==> src/rtl/sched_pkg.sv <==
package sched_pkg;

  // One step of a right-shifting Galois LFSR with the given feedback mask.
  function automatic logic [15:0] lfsr_step(input logic [15:0] s, input logic [15:0] taps);
    return s[0] ? ((s >> 1) ^ taps) : (s >> 1);
  endfunction

endpackage

==> src/rtl/sched_lfsr.sv <==
module sched_lfsr import sched_pkg::*; #(
  parameter logic [15:0] SEED = 16'hACE1,
  parameter logic [15:0] TAPS = 16'hB400
) (
  input  logic clk,
  input  logic rst,
  output logic bit_o
);
  logic [15:0] state;

  always_ff @(posedge clk) begin
    if (rst) state <= SEED;
    else     state <= lfsr_step(state, TAPS);
  end

  assign bit_o = state[0];
endmodule

==> src/rtl/sched_busy.sv <==
module sched_busy #(
  parameter int NCH = 5,
  parameter int M   = 4
) (
  input  logic           clk,
  input  logic           rst,
  input  logic [NCH-1:0] load_i,
  output logic [NCH-1:0] idle_o
);
  localparam int CNT_W = (M > 2) ? $clog2(M) : 1;

  for (genvar g = 0; g < NCH; g++) begin : g_ch
    logic [CNT_W-1:0] cnt;
    always_ff @(posedge clk) begin
      if (rst)               cnt <= '0;
      else if (load_i[g])    cnt <= CNT_W'(M - 1);
      else if (cnt != '0)    cnt <= cnt - 1'b1;
    end
    assign idle_o[g] = (cnt == '0);
  end
endmodule

==> src/rtl/sched_pick.sv <==
module sched_pick #(
  parameter int NCH  = 5,
  parameter int CH_W = 3
) (
  input  logic [NCH-1:0]  idle_i,
  input  logic            sel_i,
  output logic            any_o,
  output logic [CH_W-1:0] id_o,
  output logic [NCH-1:0]  pick_o
);
  logic [CH_W-1:0] c0, c1;
  logic            f0, f1;

  always_comb begin
    c0 = '0; c1 = '0; f0 = 1'b0; f1 = 1'b0;
    for (int i = 0; i < NCH; i++) begin
      if (idle_i[i]) begin
        if (!f0) begin
          c0 = CH_W'(i); f0 = 1'b1;
        end else if (!f1) begin
          c1 = CH_W'(i); f1 = 1'b1;
        end
      end
    end
    any_o  = f0;
    id_o   = (f1 && sel_i) ? c1 : c0;
    pick_o = f0 ? ({{(NCH-1){1'b0}}, 1'b1} << id_o) : '0;
  end
endmodule

==> src/rtl/sched_rob.sv <==
module sched_rob #(
  parameter int DATA_W = 12,
  parameter int AW     = 3
) (
  input  logic              clk,
  input  logic              rst,
  input  logic              wr_en_i,
  input  logic [AW-1:0]     wr_slot_i,
  input  logic [DATA_W-1:0] wr_data_i,
  output logic              out_valid_o,
  output logic [DATA_W-1:0] out_data_o
);
  localparam int DEPTH = 1 << AW;

  logic [DATA_W-1:0] mem [DEPTH];
  logic [DEPTH-1:0]  vld;
  logic [AW-1:0]     rd_ptr;
  logic [DEPTH-1:0]  set_m, clr_m;
  logic              head_rdy;

  assign head_rdy = vld[rd_ptr];
  assign set_m    = wr_en_i  ? (DEPTH'(1) << wr_slot_i) : '0;
  assign clr_m    = head_rdy ? (DEPTH'(1) << rd_ptr)    : '0;

  always_ff @(posedge clk) begin
    if (wr_en_i) mem[wr_slot_i] <= wr_data_i;
  end

  always_ff @(posedge clk) begin
    if (head_rdy) out_data_o <= mem[rd_ptr];
  end

  always_ff @(posedge clk) begin
    if (rst) begin
      vld         <= '0;
      rd_ptr      <= '0;
      out_valid_o <= 1'b0;
    end else begin
      vld         <= (vld | set_m) & ~clr_m;
      out_valid_o <= head_rdy;
      if (head_rdy) rd_ptr <= rd_ptr + 1'b1;
    end
  end
endmodule

==> src/rtl/rand_il_sched.sv <==
module rand_il_sched #(
  parameter int          M         = 4,
  parameter int          DATA_W    = 12,
  parameter int          SEQ_W     = 8,
  parameter int          ROB_AW    = 3,
  parameter logic [15:0] LFSR_SEED = 16'hACE1,
  parameter logic [15:0] LFSR_TAPS = 16'hB400,
  localparam int         NCH       = M + 1,
  localparam int         CH_W      = $clog2(NCH)
) (
  input  logic              clk,
  input  logic              rst,
  input  logic              res_valid_i,
  input  logic [CH_W-1:0]   res_ch_i,
  input  logic [DATA_W-1:0] res_data_i,
  output logic [NCH-1:0]    start_o,
  output logic [CH_W-1:0]   tag_ch_o,
  output logic [SEQ_W-1:0]  tag_seq_o,
  output logic              out_valid_o,
  output logic [DATA_W-1:0] out_data_o
);
  logic              rnd_bit;
  logic [NCH-1:0]    idle;
  logic              pick_any;
  logic [CH_W-1:0]   pick_id;
  logic [NCH-1:0]    pick_vec;
  logic [SEQ_W-1:0]  seq_cnt;
  logic [ROB_AW-1:0] slot_of [NCH];
  logic              ret_ok;
  logic [ROB_AW-1:0] ret_slot;

  sched_lfsr #(.SEED(LFSR_SEED), .TAPS(LFSR_TAPS)) u_lfsr (
    .clk(clk), .rst(rst), .bit_o(rnd_bit)
  );

  sched_busy #(.NCH(NCH), .M(M)) u_busy (
    .clk(clk), .rst(rst), .load_i(pick_vec), .idle_o(idle)
  );

  sched_pick #(.NCH(NCH), .CH_W(CH_W)) u_pick (
    .idle_i(idle), .sel_i(rnd_bit), .any_o(pick_any),
    .id_o(pick_id), .pick_o(pick_vec)
  );

  always_ff @(posedge clk) begin
    if (rst) begin
      start_o   <= '0;
      tag_ch_o  <= '0;
      tag_seq_o <= '0;
      seq_cnt   <= '0;
    end else begin
      start_o <= pick_vec;
      if (pick_any) begin
        tag_ch_o  <= pick_id;
        tag_seq_o <= seq_cnt;
        seq_cnt   <= seq_cnt + 1'b1;
      end
    end
  end

  always_ff @(posedge clk) begin
    if (pick_any) slot_of[pick_id] <= seq_cnt[ROB_AW-1:0];
  end

  assign ret_ok   = res_valid_i && (int'(res_ch_i) < NCH);
  assign ret_slot = ret_ok ? slot_of[res_ch_i] : '0;

  sched_rob #(.DATA_W(DATA_W), .AW(ROB_AW)) u_rob (
    .clk(clk), .rst(rst), .wr_en_i(ret_ok), .wr_slot_i(ret_slot),
    .wr_data_i(res_data_i), .out_valid_o(out_valid_o), .out_data_o(out_data_o)
  );
endmodule

==> config.mk <==
export PLATFORM = sky130hd
export DESIGN_NAME = rand_il_sched
export DESIGN_NICKNAME = d
export VERILOG_FILES = /design/src/rtl/sched_pkg.sv /design/src/rtl/sched_lfsr.sv /design/src/rtl/sched_busy.sv /design/src/rtl/sched_pick.sv /design/src/rtl/sched_rob.sv /design/src/rtl/rand_il_sched.sv
export SDC_FILE = /design/constraint.sdc
export NUM_CORES = 1
export LEC_CHECK = 0
export BUFFER_PORTS_ARGS = -buffer_cell sky130_fd_sc_hd__clkbuf_2
export CORE_ASPECT_RATIO = 0.75
export CORE_UTILIZATION = 41
export DETAILED_ROUTE_END_ITERATION = 16
export GPL_TIMING_DRIVEN = 0
export HOLD_SLACK_MARGIN = 0.12
export SYNTH_ARGS = -nofsm -noshare
export SYNTH_HDL_FRONTEND = slang
export SYNTH_SLANG_ARGS = --single-unit
==> constraint.sdc <==
create_clock -name clk -period 6.3 [get_ports clk]
set_input_delay 0.315 -clock clk [delete_from_list [all_inputs] [get_ports clk]]
set_output_delay 0.315 -clock clk [all_outputs]
set_load 0.01 [all_outputs]
==> flow_metrics.tcl, run 1 <==
set metrics [dict create \
    outcome "finished clean" \
    cts_tree "done" \
    grt_remaining_overflow 0 \
    detail-route-antenna-nets 0 \
    row_count 41 \
    pre_cts_ws_ns 3.35 \
    grt_pass1_vias 4262 \
    ys_seq_area_frac 0.674 \
    htreeDepth 4 \
    hold_buffers 0 \
    slew_headroom 0.416 \
    ys_warn_count 0 \
    syn_avg_cell_area_um2 14.2 \
    diodes 0 \
    die_h_um 118 \
    vias 4174 \
    start_kind "flip-flop" \
    nets 619 \
    maxClockFrequency_mhz 341 \
    crit_required_ns 6.43 \
    port-buffer-count 45 \
    grt_usage 0.172 \
    fin_setup_tns_ns 0 \
    critPathSlowestCell "or3b_2" \
    cellPowerDensity_mw_per_mm2 409 \
    arrival_ns 3.07 \
    detail_route.wl_per_cell_um 17.1 \
    timing.critical_path.slowest_cell_delay_ns 0.53 \
    clock_latency_ns 0.43 \
    grt_pass1_wl_mm 23.2 \
    clk_pin_slew_worst_paths_ns 0.07 \
    synth_edf_count 123 \
    drt-total-wl_mm 14.3 \
    cp_top_family "simple AND/OR/NAND/NOR gates" \
    clock_skew_ns 0.00965 \
    report.final.hold_viol_count 0 \
    post-dp-hpwl_mm 9.65 \
    path_buf_inv 3 \
    dieArea_mm2 0.0184 \
    cts_buffer_depth 2 \
    final.min_clock_period_ns 2.94 \
    vias_per_cell 5.01 \
    syn-cell-area_mm2 0.00732 \
    drt_iter0_markers 302 \
    crit_top_cell "inv_1" \
    finalSetupViolations 0 \
    clkSinkCount 185 \
    area_growth_pct 16.4 \
    p_leak_nw 3.09 \
    synthCells 515 \
    initial_core_util 0.427 \
    firstDrtPassIters 5 \
    io_pins 47 \
    critical_path_class "reg2reg" \
    ys_seq_elements 185 \
    gp_congestion 0.778 \
    core_area_mm2 0.0171 \
    cts_buffers 17 \
    tightest_slew_ns 0.876 \
    syn_nets 550 \
    post-cts-setup-buffers 0 \
    ys_types 50 \
    slew_viol_final 0 \
    worstPathCellList "inv_1 > ha_1 > inv_1 > ha_1 > or3b_2 > nand4_1 > a32oi_1 > or3b_4 > inv_1" \
    drc 0 \
    root_buffer "clkbuf_16" \
    finalCritPeriodShare 0.466 \
    cts_resized 0 \
    rsz0062_at_grt "no" \
    layout-drive-gt1-share 0.248 \
    crit_fanout 8 \
    grt_max_degree 19 \
    setup_ws_ns 3.36 \
    synth_top_flop_cell "edfxtp_1" \
    die_w_um 156 \
    antenna_found_initial 0 \
    crit_path_end_kind "flip-flop" \
    async_reset_ff_frac 0 \
    hold_class "in2reg" \
    cap_violations 0 \
    fin_util 0.497 \
    peakVddDrop_mv 0.177 \
]
[cells by family after synthesis]
logic type                 after synthesis  share of synthesized area
DFF                                    185                      0.674
buffers and inverters                   47                     0.0270
xor gates and xnor gates                12                     0.0144
adders and majority gates               18                     0.0306
and+or+nand+nor                        152                     0.0967
muxes                                   35                     0.0983
AOI/OAI and AO/OA                       66                     0.0590
[per-stage QoR]
stage               instances  hold slack, ns  total power [W]  cell area (um^2)
CTS                       833           0.152          0.00352              8510
finish                    833           0.168          0.00349              8520
detailed placement        801           0.398          0.00248              7930
global route              833           0.162          0.00368              8520
floorplan                 515           0.389          0.00223              7320
global placement          796           0.393          0.00243              7840
[layer usage]
layer | global-route usage | vias to the layer above | share of wire
met5 | 0 | - | 0
met4 | 0.0502 | 0 | 0.0068
met3 | 0.0464 | 8 | 0.056
met2 | 0.263 | 91 | 0.47
met1 | 0.239 | 2060 | 0.47
li1 | - | 2015 | -
[report_power, final]
group,leakage [nW],internal (W),switching (W),total (W)
logic,1.18,0.000370,0.000520,0.000889
registers,1.64,0.00149,0.0000625,0.00156
clock network,0.280,0.000560,0.000481,0.00104
total,3.09,0.00242,0.00106,0.00349
[cell usage after synthesis (7+ instances only)]
library cell,n,area share
dfxtp_1,62,0.17
mux4_2,29,0.089
ha_1,17,0.029
a21oi_1,32,0.022
nor2b_1,9,0.0077
nor2_1,28,0.014
or2_2,7,0.0060
nand2_1,71,0.036
edfxtp_1,123,0.50
inv_1,23,0.012
xor2_1,8,0.0096
o21ai_0,9,0.0062
nor3_1,7,0.0048
clkbuf_1,12,0.0062
[area by class of cell]
class / count / area, um^2
plain buffers: 23 / 105
clock buffers: 17 / 425
clock inverters: 15 / 160
fillers: 1492 / 8610
inverters: 24 / 92.6
multi-input cells: 283 / 2210
flip-flops and latches: 185 / 4930
well taps: 236 / 295
repair buffers: 50 / 297
[registers in the layout (all words and copies together), names as in the netlist]
register,cells
u_rob.mem,96
u_lfsr.state,16
slot_of,15
u_rob.out_data_o,12
u_busy.g_ch.cnt,10
seq_cnt,8
tag_seq_o,8
u_rob.vld,8
start_o,5
tag_ch_o,3
u_rob.rd_ptr,3
u_rob.out_valid_o,1
[worst paths after layout]
| check | startpoint | end | slack (ns) | cells past startpoint |
|---|---|---|---|---|
| setup / recovery | u_busy.g_ch[1].cnt[0] | slot_of[0][0] | 3.36 | 9 |
| hold / removal | res_data_i[4] | u_rob.mem[7][4] | 0.17 | 1 |
| setup reg to reg | u_busy.g_ch[1].cnt[0] | slot_of[0][0] | 3.36 | 9 |
| hold reg to reg | u_lfsr.state[1] | u_lfsr.state[0] | 0.42 | 1 |
[layout by cell type, fill, tap and decap left out, types with 5 or more instances in the layout]
master and instances:
nand2b_1 6, mux4_2 29, nor2_1 21, nor3_1 6, clkbuf_1 12, a211oi_1 5, nand2_1 71, edfxtp_1 123
dfxtp_1 62, mux2_2 5, clkbuf_16 17, o21ai_0 9, xor2_1 8, a21oi_1 32, clkbuf_2 45, ha_1 17
buf_2 6, or2_2 7, nor2b_1 9, inv_1 23, nor2_2 7
Power figures use the tool's default switching activity.
==> inputs of run 2 (changes only) <==
==> constraint.sdc (replaced) <==
create_clock -name clk -period 2.7 [get_ports clk]
set_input_delay 0.135 -clock clk [delete_from_list [all_inputs] [get_ports clk]]
set_output_delay 0.135 -clock clk [all_outputs]
set_load 0.01 [all_outputs]
==> run 2 against run 1 <==
Effect of this change: register-to-register slack got worse by 3.3 ns; clock-buffer cell count did not move; cell area rose by 2.8%; combinational power rose to 2.7 times the previous value; sequential power rose by 130%; sequential share of layout area fell by 1.6 points; via count rose by 2.1%; setup slack got worse by 3.3 ns; wire length rose by 2.3%; global-route usage rose by 0.28 points; die area did not move; critical endpoint unchanged.
==> flow_metrics.tcl, run 2 (synthesis results as in run 1) <==
set metrics [dict create \
    final_common_cell "edfxtp_1" \
    grt_max_degree 19 \
    crit_path_end_kind "flip-flop" \
    vias_per_cell 5.02 \
    finalCritPeriodShare 0.967 \
    critical_path.endpoint "slot_of[0][0]" \
    maxClockFrequency_mhz 383 \
    r2r-end "slot_of[0][0]" \
    grt_pass1_vias 4362 \
    peakVddDrop_mv 0.417 \
    final.min_clock_period_ns 2.61 \
    power_w 0.00843 \
    crit_fanout 5 \
    crit_required_ns 2.85 \
    rr_startpoint "u_busy.g_ch[1].cnt[0]" \
    diodes 0 \
    finalSetupViolations 0 \
    gp_congestion 0.778 \
    core_area_mm2 0.0171 \
    clk_pin_slew_worst_paths_ns 0.07 \
    firstDrtPassIters 4 \
    htreeDepth 4 \
    drt-total-wl_mm 14.6 \
    post-dp-hpwl_mm 9.65 \
    top_register "u_rob.mem" \
    drc 0 \
    slew_viol_final 0 \
    drt_iter0_markers 290 \
    slew_headroom 0.404 \
    io_pins 47 \
    dp_cells 801 \
    outcome "finished clean" \
    tightest_slew_ns 0.894 \
    antenna_found_initial 0 \
    fin_cells 850 \
    grt_remaining_overflow 0 \
    detail-route-antenna-nets 0 \
    r2r_slack_ns 0.09 \
    worstSetupStartpoint "u_busy.g_ch[1].cnt[0]" \
    clock_latency_ns 0.43 \
    cts_buffers 17 \
    port-buffer-count 45 \
    nets 636 \
    die_w_um 156 \
    row_count 41 \
    die_h_um 118 \
    p_int_w 0.00582 \
    hold_class "in2reg" \
    final_cell_mix "edfxtp_1 (123), nand2_1 (71), dfxtp_1 (62), clkbuf_2 (45), a21oi_1 (31)" \
    nFillCells 1475 \
    largest_reg_flops 96 \
    seqPwrFrac 0.430 \
    report.final.hold_viol_count 0 \
    grt.met2_usage 0.266 \
    grt_usage 0.175 \
    met3_usage 0.0468 \
    p_sw_w 0.00261 \
    cts_tree "done" \
    grt_pass1_wl_mm 23.7 \
    vias 4263 \
    cellPowerDensity_mw_per_mm2 963 \
    detail_route.wl_per_cell_um 17.2 \
    p_leak_nw 3.17 \
    clock_skew_ns 0.00883 \
    dieArea_mm2 0.0184 \
    start_kind "flip-flop" \
    cts_buffer_depth 2 \
    initial_core_util 0.427 \
    critical_path_class "reg2reg" \
    layout-drive-gt1-share 0.265 \
    reg.largest.list "u_rob.mem (96), u_lfsr.state (16), slot_of (15)" \
    area_growth_pct 19.7 \
    root_buffer "clkbuf_16" \
    grt.met1_usage 0.243 \
    combPwrFrac 0.282 \
    busiest_layer "met2" \
    reg2reg_depth 10 \
    switching_share 0.310 \
    arrival_ns 2.76 \
    cap_violations 0 \
    clkSinkCount 185 \
    clkPwrFrac 0.288 \
]
-- run 2: how the worst min path moves through the flow --
stage | cells past startpoint | slack, ns | to | start
4_1_cts | 3 | 0.24 | u_rob.mem[0][0] | res_valid_i
6_report | 3 | 0.27 | u_rob.mem[0][0] | res_valid_i
3_3_place_gp | 1 | 0.39 | u_lfsr.state[11] | u_lfsr.state[12]
2_1_floorplan | 0 | 0.23 | u_rob.mem[0][0] | res_data_i[0]
5_1_grt | 3 | 0.26 | u_rob.mem[0][7] | res_valid_i
3_5_place_dp | 1 | 0.40 | u_lfsr.state[6] | u_lfsr.state[7]
-- run 2: layout make-up --
cell class / instances / area [um^2] / share of cell area
timing repair buffer: 67 / 457 / 0.0521
sequential: 185 / 4930 / 0.563
multi-input combinational: 283 / 2290 / 0.261
buffer: 23 / 105 / 0.0120
clock buffer: 17 / 425 / 0.0486
inverter: 24 / 92.6 / 0.0106
tap: 236 / 295 / 0.0337
clock inverter: 15 / 160 / 0.0183
-- run 2: power groups by stage --
stage                     combinational, W  clock (W)  sequential [W]
final                              0.00238    0.00243         0.00363
after global placement             0.00200          0         0.00367
after floorplan                    0.00152          0         0.00368
after global routing               0.00263    0.00261         0.00367
after detailed placement           0.00208          0         0.00370
after CTS                          0.00228    0.00248         0.00363
-- run 2: timing repair --
item,4_1_cts,5_1_grt
gates resized for setup,12,6
pin swaps,3,1
hold buffers,13,0
endpoints found under the hold margin,98,0
buffers inserted,2,2
endpoints found under the setup margin,38,12
-- run 2: critical path, stage by stage, from the launching register on --
cell	delay, ns
dfxtp_1	0.33
inv_1	0.10
ha_4	0.18
inv_2	0.06
ha_1	0.18
and3b_1	0.23
a21bo_2	0.26
a211oi_4	0.22
a32oi_4	0.18
or3b_4	0.46
inv_2	0.12
-- run 2: metal layers --
layer / vias to the layer above / share of wire
met3: 9 / 0.048
met4: 0 / 0.0097
met5: - / 0
li1: 2049 / -
met1: 2116 / 0.48
met2: 89 / 0.46
-- run 2: through the flow --
stage / TNS, ns / utilization / setup slack, ns / hold slack (ns) / area, um^2
2_1_floorplan: 0 / - / 0.134 / 0.234 / 7320
3_3_place_gp: -11.66 / 0.458 / -0.600 / 0.393 / 7840
3_5_place_dp: -2.91 / 0.463 / -0.251 / 0.398 / 7930
4_1_cts: 0 / 0.509 / 0.00789 / 0.244 / 8720
5_1_grt: -0.00881 / 0.511 / -0.00320 / 0.263 / 8760
6_report: 0 / 0.511 / 0.0893 / 0.270 / 8760
==> inputs of run 3 (changes only) <==
--- a/config.mk
+++ b/config.mk
@@ -5,6 +5,7 @@
 export SDC_FILE = /design/constraint.sdc
 export NUM_CORES = 1
 export LEC_CHECK = 0
+export ABC_AREA = 1
 export BUFFER_PORTS_ARGS = -buffer_cell sky130_fd_sc_hd__clkbuf_2
 export CORE_ASPECT_RATIO = 0.75
 export CORE_UTILIZATION = 41
==> run 3 against run 2 <==
Effect of this change: wire length increased by 17%; setup slack improved by 0.21 ns; combinational power increased by 33%; area after synthesis increased by 1.8%; core utilization decreased by 2.2 points; largest cell class unchanged; die area increased by 1.8%; synthesized cell count rose by 36%; clock skew fell by 0.00074 ns.
==> flow_metrics.tcl, run 3 <==
set metrics [dict create \
    vias_per_cell 5.00 \
    cellPowerDensity_mw_per_mm2 1070 \
    htreeDepth 4 \
    hold_start "rst" \
    reg2reg_depth 12 \
    dp_cells 989 \
    layout-drive-gt1-share 0.153 \
    syn_nets 735 \
    synth.top_cells.by_count "edfxtp_1 (123), nand2_1 (110), nor2_1 (80)" \
    area_growth_pct 16.3 \
    grt_usage 0.195 \
    nets 813 \
    detail-route-antenna-nets 0 \
    reg.largest.list "u_rob.mem (96), u_lfsr.state (16), slot_of (15)" \
    final.min_clock_period_ns 2.41 \
    grt_remaining_overflow 0 \
    ys_warn_count 0 \
    combPwrFrac 0.340 \
    cts_buffer_depth 2 \
    crit_fanout 5 \
    cts_resized 0 \
    async_reset_ff_frac 0 \
    final_common_cell "edfxtp_1" \
    grt_pass1_wl_mm 27.0 \
    synth_top_flop_cell "edfxtp_1" \
    clk_pin_slew_worst_paths_ns 0.07 \
    switching_share 0.374 \
    synth_edf_count 123 \
    hold_class "in2reg" \
    synthCells 700 \
    p_int_w 0.00583 \
    outcome "finished clean" \
    gp_congestion 0.847 \
    drt_iter0_markers 431 \
    cts_buffers 17 \
    die_w_um 158 \
    hold_end "start_o[0]" \
    ys_seq_area_frac 0.662 \
    crit_path_end_kind "flip-flop" \
    row_count 42 \
    clkPwrFrac 0.246 \
    hold_depth 4 \
    clock_latency_ns 0.43 \
    ys_types 34 \
    post-cts-setup-buffers 0 \
    vias 5170 \
    grt_pass1_vias 5088 \
    syn-cell-area_mm2 0.00745 \
    die_h_um 119 \
    power_w 0.00932 \
    synth_top_cell_area_share 0.496 \
    grt_max_degree 20 \
    start_kind "flip-flop" \
    syn_avg_cell_area_um2 10.6 \
    antenna_found_initial 0 \
    core_area_mm2 0.0177 \
    detail_route.wl_per_cell_um 16.5 \
    ys_seq_elements 185 \
    maxClockFrequency_mhz 416 \
    p_sw_w 0.00348 \
    slew_headroom 0.506 \
    cap_violations 0 \
    post-dp-hpwl_mm 11.2 \
    yosys-top-cells-area "edfxtp_1 (50%), dfxtp_1 (17%), nand2_1 (5.5%)" \
    arrival_ns 2.54 \
    critical_path_class "reg2reg" \
    crit_required_ns 2.83 \
    r2r-end "slot_of[2][0]" \
    dieArea_mm2 0.0187 \
    drc 0 \
    p_leak_nw 3.47 \
    firstDrtPassIters 5 \
    hold_buffers 12 \
    r2r_slack_ns 0.29 \
    nFillCells 1610 \
    finalCritPeriodShare 0.891 \
    rsz0062_at_grt "no" \
    fin_hold_ws_ns 0.199 \
    report.final.hold_viol_count 0 \
    clock_skew_ns 0.00808 \
    tightest_slew_ns 0.740 \
    peakVddDrop_mv 0.478 \
    yosysTopAreaCell "edfxtp_1" \
    yosysMostFrequentCell "edfxtp_1" \
    seqPwrFrac 0.414 \
    finalSetupViolations 0 \
    clkSinkCount 185 \
    final_cell_mix "edfxtp_1 (123), nand2_1 (110), nor2_1 (80), o21ai_0 (79), inv_1 (68)" \
    top_register "u_rob.mem" \
    port-buffer-count 45 \
    root_buffer "clkbuf_16" \
    rr_startpoint "u_busy.g_ch[0].cnt[0]" \
    slew_viol_final 0 \
    largest_reg_flops 96 \
    io_pins 47 \
    diodes 0 \
    initial_core_util 0.421 \
    drt-total-wl_mm 17.1 \
    fin_cells 1033 \
    fin_util 0.489 \
    cts_tree "done" \
]
-- run 3: changes by cell type in the layout (fill, tap and decap cells not counted), sizes merged, moves of 24 or more --
cell,previous run,this run
inv,30,80
nand2,71,121
nor2,28,83
o22ai,0,24
o21ai,9,81
mux4,29,0
nand3,4,29
-- run 3: per-layer routing --
layer | global-route usage | part of all wire
met1 | 0.271 | 0.47
met2 | 0.297 | 0.45
met3 | 0.0524 | 0.060
met4 | 0.0607 | 0.018
met5 | 0 | 0
-- run 3: power by group through the flow --
stage	combinational, W	clock, W	sequential [W]
4_1_cts	0.00317	0.00233	0.00386
2_1_floorplan	0.00211	0	0.00394
5_1_grt	0.00358	0.00245	0.00391
3_3_place_gp	0.00302	0	0.00390
6_report	0.00317	0.00229	0.00386
3_5_place_dp	0.00313	0	0.00392
-- run 3: how the worst max path moves through the flow --
stage / depth (start not counted) / from / to
2_1_floorplan: 4 / slot_of[4][0] / u_rob.mem[6][0]
3_3_place_gp: 4 / slot_of[4][0] / u_rob.mem[6][0]
3_5_place_dp: 12 / u_busy.g_ch[0].cnt[0] / slot_of[2][0]
4_1_cts: 12 / u_busy.g_ch[0].cnt[0] / slot_of[2][0]
5_1_grt: 12 / u_busy.g_ch[0].cnt[0] / slot_of[2][1]
6_report: 12 / u_busy.g_ch[0].cnt[0] / slot_of[2][0]
-- run 3: cell families after synthesis --
logic type,share of synthesized area
DFF,0.662
and+or+nand+nor,0.146
adders and majority gates,0.0285
AOI/OAI and AO/OA,0.102
xor gates and xnor gates,0.00705
buffers and inverters,0.0542
-- run 3: metrics by stage --
step                setup WS, ns  area, um^2  setup TNS [ns]
floorplan                  0.591        7450               0
global placement          -0.114        7980           -1.35
detailed placement         0.318        8000               0
CTS                        0.297        8670               0
global route               0.123        8670               0
finish                     0.294        8670               0
-- run 3: cell type report --
type | count | area [um^2] | area share
buffer | 28 | 124 | 0.0143
clock buffer | 18 | 429 | 0.0495
clock inverter | 14 | 114 | 0.0131
inverter | 74 | 280 | 0.0323
multi-input combinational | 413 | 2120 | 0.244
sequential | 185 | 4930 | 0.569
tap | 242 | 303 | 0.0349
timing repair buffer | 59 | 364 | 0.0420
-- run 3: critical path, stage by stage (launching register included) --
cell and delay (ns):
dfxtp_1 0.36, inv_1 0.07, ha_1 0.26, inv_1 0.16
ha_1 0.34, nand2_2 0.10, nand2_2 0.09, nand2_2 0.09
nand2_4 0.11, nand4_1 0.15, nand2_2 0.20, nand2_1 0.07
inv_1 0.12
